$ cat src/rtl/ldr_pkg.sv
package ldr_pkg;
  typedef enum logic [2:0] {
    S_IDLE, S_DELAY, S_ISSUE, S_WAIT, S_CHECK, S_COMMIT, S_FINISH
  } ldr_state_t;

  // reset value of a configuration byte at byte address a
  function automatic logic [7:0] cfg_default(input int unsigned a);
    return 8'(a) ^ 8'hC3;
  endfunction
endpackage

$ cat src/rtl/ldr_tick.sv
module ldr_tick #(
  parameter int HALF_DIV = 50
) (
  input  logic clk,
  input  logic rst,
  input  logic clr,
  output logic tick
);
  localparam int CW = $clog2(HALF_DIV + 1);
  logic [CW-1:0] cnt;

  assign tick = (cnt == CW'(HALF_DIV - 1));

  always_ff @(posedge clk) begin
    if (rst || clr)  cnt <= '0;
    else if (tick)   cnt <= '0;
    else             cnt <= cnt + 1'b1;
  end
endmodule

$ cat src/rtl/ldr_mw_read.sv
module ldr_mw_read #(
  parameter int AW        = 6,
  parameter int GAP_TICKS = 2
) (
  input  logic          clk,
  input  logic          rst,
  input  logic          tick,
  input  logic          go,
  input  logic [AW-1:0] addr,
  input  logic          ee_do,
  output logic          ee_cs,
  output logic          ee_sk,
  output logic          ee_di,
  output logic [15:0]   word,
  output logic          wdone
);
  localparam int CMD_W = 3 + AW;
  localparam int TOT   = CMD_W + 16;
  localparam int BW    = $clog2(TOT + 1);
  localparam int GW    = $clog2(GAP_TICKS + 1);

  typedef enum logic [1:0] {M_IDLE, M_RUN, M_GAP} mw_t;
  mw_t            st;
  logic [CMD_W-1:0] sh;
  logic [BW-1:0]  bitn;
  logic [GW-1:0]  gapn;

  always_ff @(posedge clk) begin
    if (rst) begin
      st <= M_IDLE; ee_cs <= 1'b0; ee_sk <= 1'b0; ee_di <= 1'b0;
      sh <= '0; bitn <= '0; gapn <= '0; word <= '0; wdone <= 1'b0;
    end else begin
      wdone <= 1'b0;
      case (st)
        M_IDLE: if (go) begin
          sh    <= CMD_W'({3'b110, addr} << 1);
          ee_di <= 1'b1;
          ee_cs <= 1'b1;
          ee_sk <= 1'b0;
          bitn  <= '0;
          st    <= M_RUN;
        end
        M_RUN: if (tick) begin
          if (!ee_sk) begin
            ee_sk <= 1'b1;
            if (bitn >= BW'(CMD_W)) word <= {word[14:0], ee_do};
          end else begin
            ee_sk <= 1'b0;
            if (bitn == BW'(TOT - 1)) begin
              ee_cs <= 1'b0;
              ee_di <= 1'b0;
              gapn  <= '0;
              st    <= M_GAP;
            end else begin
              bitn  <= bitn + 1'b1;
              ee_di <= sh[CMD_W-1];
              sh    <= sh << 1;
            end
          end
        end
        M_GAP: if (tick) begin
          if (gapn == GW'(GAP_TICKS - 1)) begin
            wdone <= 1'b1;
            st    <= M_IDLE;
          end else gapn <= gapn + 1'b1;
        end
        default: st <= M_IDLE;
      endcase
    end
  end


  sk_in_cs_chk: assert property (@(posedge clk) disable iff (rst)
    !ee_cs |-> !ee_sk);

  di_hold_chk: assert property (@(posedge clk) disable iff (rst)
    ee_sk && $past(ee_sk) |-> $stable(ee_di));
endmodule

$ cat src/rtl/ldr_store.sv
module ldr_store
  import ldr_pkg::*;
#(
  parameter int NW  = 18,
  parameter int NPW = 8,
  parameter int AW  = 6,
  parameter int IW  = $clog2(NW)
) (
  input  logic          clk,
  input  logic          rst,
  input  logic          wr_en,
  input  logic [IW-1:0] wr_idx,
  input  logic [15:0]   wr_word,
  input  logic          commit_go,
  output logic          commit_done,
  input  logic          dflt_go,
  input  logic [AW-1:0] rd_addr,
  output logic [7:0]    rd_data
);
  localparam int NCW = NW - NPW;
  localparam int RIW = $clog2(NCW);
  localparam int CPW = $clog2(NCW + 1);
  localparam int NPB = 2 * NPW;
  localparam int PIW = $clog2(NPB);
  localparam int NCB = 2 * NCW;
  localparam int CFW = $clog2(NCB);
  localparam int NB  = 2 * NW;

  logic [15:0]    tmp_ram [NCW];
  logic [15:0]    ram_q;
  logic [7:0]     prom [NPB];
  logic [7:0]     cfg [NCB];
  logic [CPW-1:0] cptr;
  logic           run, rd_v;
  logic [RIW-1:0] vidx;
  logic [RIW-1:0] ram_wa;

  assign ram_wa = RIW'(wr_idx - IW'(NPW));

  // staging RAM, one write port and one registered read port
  always_ff @(posedge clk) begin
    if (wr_en && wr_idx >= IW'(NPW)) tmp_ram[ram_wa] <= wr_word;
    ram_q <= tmp_ram[cptr[RIW-1:0]];
  end

  // address bytes go straight in, with no checksum gate
  always_ff @(posedge clk) begin
    if (wr_en && wr_idx < IW'(NPW)) begin
      prom[{wr_idx[PIW-2:0], 1'b0}] <= wr_word[7:0];
      prom[{wr_idx[PIW-2:0], 1'b1}] <= wr_word[15:8];
    end
  end

  always_ff @(posedge clk) begin
    if (rst) begin
      run <= 1'b0; cptr <= '0; rd_v <= 1'b0; vidx <= '0; commit_done <= 1'b0;
    end else begin
      commit_done <= 1'b0;
      rd_v        <= 1'b0;
      if (commit_go) begin
        run  <= 1'b1;
        cptr <= '0;
      end else if (run) begin
        if (cptr == CPW'(NCW)) begin
          run         <= 1'b0;
          commit_done <= 1'b1;
        end else begin
          rd_v <= 1'b1;
          vidx <= cptr[RIW-1:0];
          cptr <= cptr + 1'b1;
        end
      end
    end
  end

  always_ff @(posedge clk) begin
    if (rst || dflt_go) begin
      for (int i = 0; i < NCB; i++) cfg[i] <= cfg_default(NPB + i);
    end else if (rd_v) begin
      cfg[{vidx, 1'b0}] <= ram_q[7:0];
      cfg[{vidx, 1'b1}] <= ram_q[15:8];
    end
  end

  always_ff @(posedge clk) begin
    if (rst)                          rd_data <= '0;
    else if (rd_addr < AW'(NPB))      rd_data <= prom[rd_addr[PIW-1:0]];
    else if (rd_addr < AW'(NB))       rd_data <= cfg[CFW'(rd_addr - AW'(NPB))];
    else                              rd_data <= '0;
  end


  commit_excl_chk: assert property (@(posedge clk) disable iff (rst)
    rd_v |-> !dflt_go);
endmodule

$ cat src/rtl/eeprom_cfg_loader.sv
module eeprom_cfg_loader
  import ldr_pkg::*;
#(
  parameter int HALF_DIV    = 50,
  parameter int START_DLY   = 16,
  parameter int GAP_TICKS   = 2,
  parameter int NWORDS      = 18,
  parameter int NPROM_WORDS = 8,
  parameter int AW          = 6
) (
  input  logic          clk,
  input  logic          rst,
  input  logic          ee_sk_sense,
  input  logic          ee_do,
  output logic          ee_cs,
  output logic          ee_sk,
  output logic          ee_di,
  input  logic          reload_req,
  output logic          reload_bit,
  output logic          cfg_valid,
  output logic          busy,
  output logic          done,
  input  logic          acc_req,
  output logic          acc_sel,
  output logic          acc_stop,
  output logic          acc_rdy,
  input  logic [AW-1:0] rd_addr,
  output logic [7:0]    rd_data
);
  localparam int IW = $clog2(NWORDS);
  localparam int DW = $clog2(START_DLY + 1);

  ldr_state_t    state;
  logic [IW-1:0] widx;
  logic [DW-1:0] dcnt;
  logic [7:0]    sum;
  logic          strap_q, pass_q;
  logic          tick, mw_go, wdone, commit_go, commit_done, dflt_go, dly_end;
  logic [15:0]   word;

  assign dly_end   = (state == S_DELAY) && (dcnt == DW'(START_DLY - 1));
  assign mw_go     = (state == S_ISSUE);
  assign commit_go = (state == S_CHECK) && (sum == 8'hFF);
  assign dflt_go   = (dly_end && !strap_q) || ((state == S_CHECK) && (sum != 8'hFF));

  ldr_tick #(.HALF_DIV(HALF_DIV)) u_tick (
    .clk(clk), .rst(rst), .clr(mw_go), .tick(tick));

  ldr_mw_read #(.AW(AW), .GAP_TICKS(GAP_TICKS)) u_mw (
    .clk(clk), .rst(rst), .tick(tick), .go(mw_go), .addr(AW'(widx)),
    .ee_do(ee_do), .ee_cs(ee_cs), .ee_sk(ee_sk), .ee_di(ee_di),
    .word(word), .wdone(wdone));

  ldr_store #(.NW(NWORDS), .NPW(NPROM_WORDS), .AW(AW), .IW(IW)) u_store (
    .clk(clk), .rst(rst), .wr_en(wdone && state == S_WAIT), .wr_idx(widx),
    .wr_word(word), .commit_go(commit_go), .commit_done(commit_done),
    .dflt_go(dflt_go), .rd_addr(rd_addr), .rd_data(rd_data));

  always_ff @(posedge clk) begin
    if (rst) begin
      state <= S_DELAY; dcnt <= '0; widx <= '0; sum <= '0;
      reload_bit <= 1'b1; cfg_valid <= 1'b0; busy <= 1'b1; done <= 1'b0;
      strap_q <= ee_sk_sense; pass_q <= 1'b0;
    end else begin
      done <= 1'b0;
      case (state)
        S_IDLE: if (reload_req) begin
          state <= S_DELAY; dcnt <= '0; reload_bit <= 1'b1; busy <= 1'b1;
        end
        S_DELAY: begin
          dcnt <= dcnt + 1'b1;
          if (dly_end) begin
            widx   <= '0;
            sum    <= '0;
            pass_q <= 1'b0;
            state  <= strap_q ? S_ISSUE : S_FINISH;
          end
        end
        S_ISSUE: state <= S_WAIT;
        S_WAIT: if (wdone) begin
          sum <= sum + word[7:0] + word[15:8];
          if (widx == IW'(NWORDS - 1)) state <= S_CHECK;
          else begin
            widx  <= widx + 1'b1;
            state <= S_ISSUE;
          end
        end
        S_CHECK: begin
          pass_q <= (sum == 8'hFF);
          state  <= (sum == 8'hFF) ? S_COMMIT : S_FINISH;
        end
        S_COMMIT: if (commit_done) state <= S_FINISH;
        S_FINISH: begin
          state <= S_IDLE; busy <= 1'b0; done <= 1'b1;
          cfg_valid <= pass_q; reload_bit <= 1'b0;
        end
        default: state <= S_IDLE;
      endcase
    end
  end

  always_ff @(posedge clk) begin
    if (rst) begin
      acc_sel <= 1'b0; acc_stop <= 1'b0; acc_rdy <= 1'b0;
    end else begin
      acc_sel  <= acc_req;
      acc_stop <= acc_req && busy;
      acc_rdy  <= acc_req && !busy;
    end
  end


  done_idle_chk: assert property (@(posedge clk) disable iff (rst)
    done |-> !busy && $past(busy));

  retry_shape_chk: assert property (@(posedge clk) disable iff (rst)
    acc_stop |-> acc_sel && !acc_rdy);

  retry_busy_chk: assert property (@(posedge clk) disable iff (rst)
    acc_req && busy |=> acc_stop);

  valid_hold_chk: assert property (@(posedge clk) disable iff (rst)
    busy && $past(busy) |-> $stable(cfg_valid));

  absent_chk: assert property (@(posedge clk) disable iff (rst)
    done && !strap_q |-> !cfg_valid && !reload_bit);
endmodule

$ cat config.mk
export PLATFORM = sky130hd
export DESIGN_NAME = eeprom_cfg_loader
export DESIGN_NICKNAME = d
export VERILOG_FILES = /design/src/rtl/ldr_pkg.sv /design/src/rtl/ldr_tick.sv /design/src/rtl/ldr_mw_read.sv /design/src/rtl/ldr_store.sv /design/src/rtl/eeprom_cfg_loader.sv
export SDC_FILE = /design/constraint.sdc
export NUM_CORES = 1
export LEC_CHECK = 0
export ABC_AREA = 1
export BUFFER_PORTS_ARGS = -buffer_cell sky130_fd_sc_hd__buf_2
export CORE_MARGIN = 2
export CORE_UTILIZATION = 55
export DETAILED_ROUTE_END_ITERATION = 7
export MAX_ROUTING_LAYER = met4
export PLACE_DENSITY_LB_ADDON = 0.15
export RECOVER_POWER = 25
export SLEW_MARGIN = 20
export SYNTH_ARGS = -nofsm -noshare
export SYNTH_HDL_FRONTEND = slang
export SYNTH_SLANG_ARGS = --single-unit
$ cat constraint.sdc
create_clock -name clk -period 6.2 [get_ports clk]
set_input_delay 0.93 -clock clk [delete_from_list [all_inputs] [get_ports clk]]
set_output_delay 0.93 -clock clk [all_outputs]
set_load 0.05 [all_outputs]
==> summary.md <==
| Metric | Value |
|---|---|
| RSZ-0062 raised after global routing | false |
| Core area | 0.04646 mm² |
| Slew at the pin with the worst max-slew slack | 1960 ps |
| Max-cap violations | 1 |
| Clk buf depth | 3 |
| Post-DP HPWL | 37690 µm |
| Period utilization | 54.42% |
| Crit path depth | 13 |
| Vias in the first global route | 17050 |
| Critical-path cell list | ha_1, inv_1, nor3_1, ha_1, inv_1, nor2_2, inv_2, or2_1, nand3_2, nor2_4, buf_4, nand3_1, nor2_1 |
| Synth Instances | 2441 |
| Cts repair resizes | 0 |
| Setup_tns | 0 ps |
| I/O pin cnt | 30 |
| Status | complete, but fails checks |
| Hold-fix buffers, CTS | 0 |
| IR drop worst, VDD | 0.2720 mV |
| GR Overflow Total | 0 |
| Hold WS | 450.4 ps |
| Worst EP arrival | 3610 ps |
| Commonest cells after routing, fill and taps aside | edfxtp_1 (509), nor2_1 (453), nand2_1 (396) |
| Vias per cell | 5.729 |
| Internal | 6629 µW |
| Die Area | 0.04878 mm² |
| Share of cells above drive strength 1 | 7.717% |
| Clock root cell | clkbuf_16 |
| Iteration-0 DRC count of the detailed router | 1914 |
| Htree depth | 2 |
| Failing checks | max-capacitance violations, max-slew violations |
| Crit-path max cell delay | 680 ps |
| Area leader, netlist | edfxtp_1 |
| Post-synth EDFFs | 509 |
| Gr usage total | 26.63% |
| Slew HR | -30.66% |
| Worst R2R Start | dcnt[0]$_SDFFE_PP0P_ |
| Routed via count | 17810 |
| Leakage | 0.01002 µW |
| Gate power share | 6.1% |
| Setup violations, final | 0 |
| Reg-to-Reg End | u_store.cfg[20][6]$_DFFE_PP_ |
| Ranking of synthesized cells by area | edfxtp_1 (59%), dfxtp_1 (8.2%), nor2_1 (6.6%) |
| Mean Syn Cell Area | 10.60 µm² |
| I/O Buffers | 29 |
| CP startpoint | dcnt[0]$_SDFFE_PP0P_ |
| Final Util | 61.21% |
| Final-report max-slew violation count | 32 |
| Psw | 1972 µW |
| Synth Flop Type | edfxtp_1 |
| Die width | 220.9 µm |
| Worst setup EP type | flip-flop |
| Num CTS Buffers | 60 |
| Initial antenna violation count | 0 |
| Crit path max fanout | 68 |
| Routed len/inst | 20.45 µm |
| Clk_lat worst skew | 640 ps |
| DRT Wirelength | 63570 µm |
| Worst path required time | 6440 ps |
| Count of buffer and inverter cells on the critical path | 4 |
| ANT cells | 0 |
| Synth warn | 0 |
| Worst setup SP type | flip-flop |
| CTS tree | done |
| Crit path capture | u_store.cfg[20][6]$_DFFE_PP_ |
| Hold Path Class | flip-flop to flip-flop |
| Place WS | 2396 ps |
| Clock sinks | 615 |
| Most common cell after layout, fill and taps aside | edfxtp_1 |
| RePlAce Congestion | 0.8664 |
| Switching share of power | 22.93% |
| First-pass GRT wire length | 97250 µm |
| Synth Register Bits | 615 |
| Setup Skew | 31.88 ps |
| Hold Fails Final Rpt | 0 |
| Synthesized area | 0.02587 mm² |
| Vert. Die Dim | 220.9 µm |
| Largest delay share family, worst path | simple AND/OR/NAND/NOR gates |
| Fmax | 296.4 MHz |
| Min cycle time layout | 3374 ps |
| Clock transition at the registers of the reported paths | 60 ps |
| Post-CTS setup buffer count | 0 |
| Ys async rst share | 0% |
| Setup slack, reg-to-reg | 2830 ps |
| Residual DRC | 0 |
| Placed inst area | 0.02653 mm² |
| Pin count of the biggest net entering global routing | 90 |
| 1st-pass router iterations | 5 |
| Rows | 79 |
| Register-to-Register Path Depth | 13 |
| Area grow syn2layout | 9.945% |
| Worst setup path class | flip-flop to flip-flop |
| Finished layout cell area | 0.02844 mm² |
| Hold Path Cell Cnt | 2 |
| Net count after synthesis | 2481 |
| Sequential fraction of design power | 52.6% |
| Clock power share | 41.3% |
| Synth top area share | 59.09% |
| Starting Density | 55.68% |
| Post-route ant nets | 0 |
| CP max-delay cell | nor2_1 |
| Worst Slack Setup Final | 2826 ps |
| Library cells used by synthesis | 46 |
| Power per cell area | 302.4 mW/mm² |
| Sequential element share of the synthesized area | 67.30% |
| # nets final | 2490 |
final cells by class:
cell class	instances	area, µm²
timing repair buffer	69	426.7
inverter	165	621.8
multi-input combinational	1539	7292
tap	607	759.5
sequential	615	17410
clock buffer	83	1702
clock inverter	30	229.0
fill	3719	18020
registers in the layout (all words and copies together) (netlist names), 5 cells and up:
register         flops
dcnt                 5
sum                  8
u_mw.bitn            5
u_mw.sh              8
u_mw.word           16
u_store.cfg        220
u_store.prom       128
u_store.ram_q       16
u_store.rd_data      8
u_store.tmp_ram    160
u_tick.cnt           6
widx                 5
cells in the mapped netlist (all sizes together), types with 2 or more instances:
master,count
nand3b,3
a21oi,69
nor3,26
edfxtp,509
o211a,2
clkbuf,62
nor3b,3
xnor2,3
nand2,404
clkinv,18
dfxtp,106
and3,3
xor2,4
ha,20
o221ai,23
a211oi,4
or2,10
nand3,176
inv,147
nand4,6
o21ai,267
nor2,458
buf,60
fa,8
o22ai,14
o211ai,30
kinds of logic (layout without fill, tap and decap cells):
kind of cell / count (synthesis) / count (layout) / synth area share [%]
simple gates: 1091 / 1091 / 17.32
flops: 615 / 615 / 67.30
xor+xnor: 7 / 7 / 0.2370
compound gates: 413 / 413 / 8.809
fa+ha+maj: 28 / 28 / 1.587
buf+inv: 287 / 347 / 4.750
layer usage:
| layer | wire [µm] | vias to the layer above | part of all wire (%) | track usage [%] |
|---|---|---|---|---|
| met5 | 0 | - | 0 | - |
| met4 | 2226 | 0 | 3.5 | 9.764 |
| met3 | 4228 | 144 | 6.7 | 3.625 |
| met2 | 31480 | 676 | 50 | 43.91 |
| met1 | 25630 | 8558 | 40 | 33.93 |
| li1 | - | 8428 | - | - |
power by group through the flow:
stage | clock, µW | sequential (µW) | combinational (µW)
after floorplan | 0 | 4620 | 368
after CTS | 3580 | 4530 | 520
after global placement | 0 | 4610 | 508
after global routing | 3750 | 4530 | 589
after detailed placement | 0 | 4610 | 517
final | 3550 | 4530 | 521
worst min path at each step:
stage / from / end / slack [ps]
finish: u_mw.sh[6]$_SDFFE_PP0P_ / u_mw.sh[6]$_SDFFE_PP0P_ / 450
global route: ee_sk_sense / strap_q$_DFFE_PP_ / 480
CTS: u_mw.sh[2]$_SDFFE_PP0P_ / u_mw.sh[2]$_SDFFE_PP0P_ / 450
detailed placement: u_mw.sh[2]$_SDFFE_PP0P_ / u_mw.sh[2]$_SDFFE_PP0P_ / 440
global placement: u_mw.sh[2]$_SDFFE_PP0P_ / u_mw.sh[2]$_SDFFE_PP0P_ / 440
floorplan: u_mw.sh[3]$_SDFFE_PP0P_ / u_mw.sh[3]$_SDFFE_PP0P_ / 420
stage by stage:
step	power (µW)	std cells
2_1_floorplan	4991	2441
3_3_place_gp	5120	2995
3_5_place_dp	5131	2995
4_1_cts	8626	3108
5_1_grt	8866	3108
6_report	8600	3108
worst register-to-register path, cell delays in order (launching register included):
cell and delay (ps):
dfxtp_1 330, ha_1 190, inv_1 80, nor3_1 50
ha_1 170, inv_1 80, nor2_2 60, inv_2 60
or2_1 100, nand3_2 150, nor2_4 130, buf_4 630
nand3_1 280, nor2_1 680
No activity file was read; power rests on OpenSTA's default activity.
